File: config.mk
export PLATFORM = sky130hd
export DESIGN_NAME = mesh_mul_grid
export DESIGN_NICKNAME = d
export VERILOG_FILES = /design/src/rtl/mesh_mul_grid.sv
export SDC_FILE = /design/constraint.sdc
export NUM_CORES = 2
export LEC_CHECK = 0
export BUFFER_PORTS_ARGS = -buffer_cell sky130_fd_sc_hd__buf_2
export CORE_MARGIN = 3
export CORE_UTILIZATION = 52
export DETAILED_ROUTE_END_ITERATION = 10
export PLACE_DENSITY = 0.74
export SLEW_MARGIN = 20
export SYNTH_ARGS = -nofsm -noshare
export SYNTH_HDL_FRONTEND = slang
export SYNTH_SLANG_ARGS = --single-unit
File: constraint.sdc
create_clock -name clk -period 4.5 [get_ports clk]
set_input_delay 0.225 -clock clk [delete_from_list [all_inputs] [get_ports clk]]
set_output_delay 0.225 -clock clk [all_outputs]
set_load 0.02 [all_outputs]
File: src/rtl/mesh_mul_grid.sv
module mesh_mul_grid #(
  parameter int ROWS = 4,
  parameter int COLS = 4,
  parameter int DW   = 8
) (
  input  logic                 clk,
  input  logic                 rst,
  input  logic [ROWS*DW-1:0]   west_in,
  output logic [ROWS*DW-1:0]   west_out,
  input  logic [ROWS*DW-1:0]   east_in,
  output logic [ROWS*DW-1:0]   east_out,
  input  logic [COLS*DW-1:0]   north_in,
  output logic [COLS*DW-1:0]   north_out,
  input  logic [COLS*DW-1:0]   south_in,
  output logic [COLS*DW-1:0]   south_out,
  input  logic [ROWS-1:0]      chain_in,
  output logic [ROWS-1:0]      chain_out
);
  localparam int N   = ROWS * COLS;
  localparam int SEG = (COLS / 2 > 0) ? COLS / 2 : 1;

  logic [DW-1:0] src_l [N];
  logic [DW-1:0] src_u [N];
  logic [DW-1:0] src_r [N];
  logic [DW-1:0] src_d [N];
  logic [DW-1:0] lq [N];
  logic [DW-1:0] uq [N];
  logic [DW-1:0] rq [N];
  logic [DW-1:0] dq [N];
  logic [DW-1:0] yr [N];
  logic [DW-1:0] yd [N];
  logic [DW-1:0] yl [N];
  logic [DW-1:0] yu [N];

  for (genvar r = 0; r < ROWS; r++) begin : g_row
    for (genvar c = 0; c < COLS; c++) begin : g_col
      localparam int K = r * COLS + c;

      if (c == 0) begin : g_lw
        assign src_l[K] = west_in[r*DW +: DW];
      end else begin : g_ln
        assign src_l[K] = yr[K-1];
      end
      if (c == COLS - 1) begin : g_re
        assign src_r[K] = east_in[r*DW +: DW];
      end else begin : g_rn
        assign src_r[K] = yl[K+1];
      end
      if (r == 0) begin : g_un
        assign src_u[K] = north_in[c*DW +: DW];
      end else begin : g_uc
        assign src_u[K] = yd[K-COLS];
      end
      if (r == ROWS - 1) begin : g_ds
        assign src_d[K] = south_in[c*DW +: DW];
      end else begin : g_dc
        assign src_d[K] = yu[K+COLS];
      end

      always_ff @(posedge clk) begin
        if (rst) begin
          lq[K] <= '0; uq[K] <= '0; rq[K] <= '0; dq[K] <= '0;
          yr[K] <= '0; yd[K] <= '0; yl[K] <= '0; yu[K] <= '0;
        end else begin
          lq[K] <= src_l[K];
          uq[K] <= src_u[K];
          rq[K] <= src_r[K];
          dq[K] <= src_d[K];
          yr[K] <= lq[K] * uq[K];
          yd[K] <= uq[K] * rq[K];
          yl[K] <= rq[K] * dq[K];
          yu[K] <= dq[K] * lq[K];
        end
      end
    end

    assign west_out[r*DW +: DW] = yl[r*COLS];
    assign east_out[r*DW +: DW] = yr[r*COLS + COLS - 1];

    logic [COLS:0] lnk;
    assign lnk[0] = chain_in[r];
    for (genvar c = 0; c < COLS; c++) begin : g_chn
      if (((c + 1) % SEG) == 0) begin : g_brk
        logic q;
        always_ff @(posedge clk) begin
          if (rst) q <= 1'b0;
          else     q <= lnk[c];
        end
        assign lnk[c+1] = q;
      end else begin : g_thru
        assign lnk[c+1] = lnk[c];
      end
    end
    assign chain_out[r] = lnk[COLS];
  end

  for (genvar c = 0; c < COLS; c++) begin : g_edge
    assign north_out[c*DW +: DW] = yu[c];
    assign south_out[c*DW +: DW] = yd[(ROWS-1)*COLS + c];
  end
endmodule

==> impl_summary.log <==
INFO  metric port-buffer-count = 265
INFO  metric power_per_cell_area = 213 mW/mm²
INFO  metric reg2reg_setup_slack = 0.37 ns
INFO  metric critPathLaunchType = register
INFO  metric drive_gt1_share = 6.04%
INFO  metric via_count_of_the_routed_design = 56200
INFO  metric clk_pin_slew = 0.06 ns
INFO  metric final_net_count = 11200
INFO  metric hold_path_startpoint = east_in[28]
INFO  metric ys_seq_elements = 1032
INFO  metric worst_slew_pin_slew = 0.825 ns
INFO  metric crit_path_max_fo = 12
INFO  metric synth.most_common_cell = inv_1
INFO  metric finalSetupViolations = 0
INFO  metric antenna_found_initial = 0
INFO  metric synth_seq_area_share = 24.4%
INFO  metric synth-edff-count = 0
INFO  metric detailed_place_hpwl = 124000 µm
INFO  metric drt-vias-per-instance = 4.87
INFO  metric finish.instance_area = 0.0935 mm²
INFO  metric detail-route-antenna-nets = 0
INFO  metric synth.top_cells.by_area = dfxtp_1 24%, fa_1 18%, ha_1 15%
INFO  metric min-delay-path-class = primary input to register
INFO  metric fmaxAchievable = 242 MHz
INFO  metric synth.cell_area = 0.0848 mm²
INFO  metric synth_top_cells_by_count = 1436 x inv_1, 1304 x and2_1, 1032 x dfxtp_1
INFO  metric clk_path_buf_depth = 3
INFO  metric antenna-diode-count = 0
INFO  metric worstSetupEndpointType = register
INFO  metric r2r_end = yd[2][15]
INFO  metric root_buffer = clkbuf_16
INFO  metric hold_violations = 0
INFO  metric number_of_cells_produced_by_synthesis = 9039
INFO  metric timing.rr.start = uq[5][2]
INFO  metric grt_start_max_net_pins = 121
INFO  metric post_cts_buffers = 0
INFO  metric crit_family = adder cells
INFO  metric fp.coreArea = 0.161 mm²
INFO  metric first_pass_iters = 5
INFO  metric asyncSetResetFlopFracSynth = 0%
INFO  metric postRouteWirelength = 167000 µm
INFO  metric cp_slowest_cell = dfxtp_1
INFO  metric setup.worst_path.class = register to register
INFO  metric track_usage = 20.6%
INFO  metric routabilityCongestion = 0.876
INFO  metric cts_max_level = 3
INFO  metric final_min_period_over_clock_period = 91.7%
INFO  metric tritoncts_clock_tree = yes
INFO  metric row_count = 147
INFO  metric crit_path_cell_trace = nand2_1, fa_1, fa_1, inv_1, fa_1, inv_1, fa_1, xor2_1, xnor3_1, xnor3_1, xnor3_1, nor2_1
INFO  metric status = finished clean
INFO  metric netlist.top_cell.by_area = dfxtp_1
INFO  metric syn2layout_area_growth = 10.3%
INFO  metric ir_drop = 0.363 mV
INFO  metric chipWidth = 410 µm
INFO  metric gr-total-overflow = 0
INFO  metric cap_viol_max_count = 0
INFO  metric worst_path_most_repeated_cell = fa_1
INFO  metric fillers = 13900
INFO  metric postPlaceCellArea = 0.0882 mm²
INFO  metric cts_buffers = 113
INFO  metric slew_violations = 0
INFO  metric io_count = 266
INFO  metric relSlewSlack = 45.0%
INFO  metric crit_path_arrival_time = 4.79 ns
INFO  metric grt_setup_unrepaired = false
INFO  metric crit_path_max_incr_delay = 0.63 ns
INFO  metric synth_nets = 11000
INFO  metric floorplan.die_area = 0.168 mm²
INFO  metric ff2ff_path_depth = 12
INFO  metric worst_skew_pair.late_latency = 0.73 ns
INFO  metric drt_drc_violations_left = 0
INFO  metric first_iter_violations = 2501
INFO  metric yosysUniqueCellTypes = 21
INFO  metric wire_per_inst = 14.5 µm
INFO  metric syn_warnings = 0
INFO  metric grt_pass1_wl = 293000 µm
INFO  metric clock-sinks = 1032
INFO  metric finalCriticalPeriod = 4.13 ns
INFO  metric worst_hold_path.num_cells = 3
INFO  metric post-synth-top-area-fraction = 24.4%
INFO  metric number_of_global_route_vias_before_repair = 61400
INFO  metric top_flip_flop_cell_by_instance_count_after_synthesis = dfxtp_1
INFO  metric fin_setup_tns = 0 ns
INFO  metric die-height = 410 µm
INFO  metric totalPowerFinal = 20.0 mW
INFO  metric post_synth.cell_area_avg = 9.38 µm²
INFO  metric path_buf_inv = 2
INFO  metric worst_clock_skew = 0.0219 ns
INFO  metric required = 5.17 ns
INFO  metric worstHoldEndpoint = rq[7][12]
INFO  metric initial_cell_density_of_the_core = 52.6%
INFO  metric p_leak = 47.3 nW
## layout by cell type, fill, tap and decap left out, types with 115 or more instances in the layout
master	netlist	routed
a21o_1	128	128
a21oi_1	128	128
and2_1	1304	1304
buf_2	29	264
clkbuf_16	0	115
dfxtp_1	1032	1032
dlygate4sd3_1	0	137
fa_1	768	768
ha_1	1024	1024
inv_1	1436	1436
nand2_1	936	936
nor2_1	212	212
nor2b_1	756	756
xnor2_1	530	530
xnor3_1	148	148
xor2_1	198	198
## flip-flops by register name, summed over array words and instances (netlist names)
signal	cells
rq	128
yu	128
g_row.g_chn.g_brk.q	8
lq	128
yr	128
uq	128
yd	128
dq	128
yl	128
## cells by family (layout without fill, tap and decap cells)
logic type      Yosys count  count (layout)  synth area share [%]
buf+inv                1811            2146                  8.13
compound gates          256             256                  1.89
flops                  1032            1032                  24.4
xor+xnor                876             876                  11.4
simple gates           3272            3272                  20.9
fa+ha+maj              1792            1792                  33.2
## worst max-delay path by stage
stage | startpoint | end | cells after the start
final | uq[5][2] | yd[2][15] | 12
after floorplan | dq[6][1] | yu[1][39] | 14
after global routing | uq[5][2] | yd[2][15] | 12
after CTS | lq[7][8] | yr[1][63] | 13
after global placement | rq[2][10] | yd[2][15] | 12
after detailed placement | rq[6][10] | yl[3][15] | 13
## routing by layer
layer / share of wire (%) / vias to the layer above / track usage, %
met1: 45 / 27500 / 26.5
li1: - / 27500 / -
met4: 2.4 / 0 / 5.57
met3: 3.5 / 269 / 2.59
met2: 49 / 919 / 36.4
met5: 0 / - / 0
## tightest hold or removal path: stages
cell and delay, ns:
dlygate4sd3_1 0.51, buf_2 0.09, nor2b_1 0.10
## metrics by stage
stage | utilization, % | setup WS, ns | hold WS (ns) | std cells
finish | 58.0 | 0.374 | 0.242 | 11500
global route | 58.0 | 0.180 | 0.172 | 11500
CTS | 58.0 | 0.381 | 0.139 | 11500
detailed placement | 54.7 | 0.390 | 0.420 | 11200
global placement | 54.7 | 0.473 | 0.416 | 11200
floorplan | - | 0.573 | 0.353 | 9039
## where the power goes
part           internal [mW]  leakage [nW]  switching [mW]
clock network           5.74          1.93            4.02
registers               9.26          8.35           0.196
logic                  0.374          37.0           0.378
## cell type report
cell class              instances  area [µm²]  share of cell area (%)
clock buffers                 142        3180                    3.40
clock inverters                68         806                   0.861
inverters                    1436        5390                    5.76
multi-input cells            6196       57300                    61.2
flip-flops and latches       1032       20700                    22.1
well taps                    2160        2700                    2.89
repair buffers                500        3540                    3.79
## timing repair
item,CTS,global route
endpoints found under the hold margin,180,0
gates resized for setup,0,0
hold buffers,137,0
Note: power is estimated with default switching activity, not from simulation.
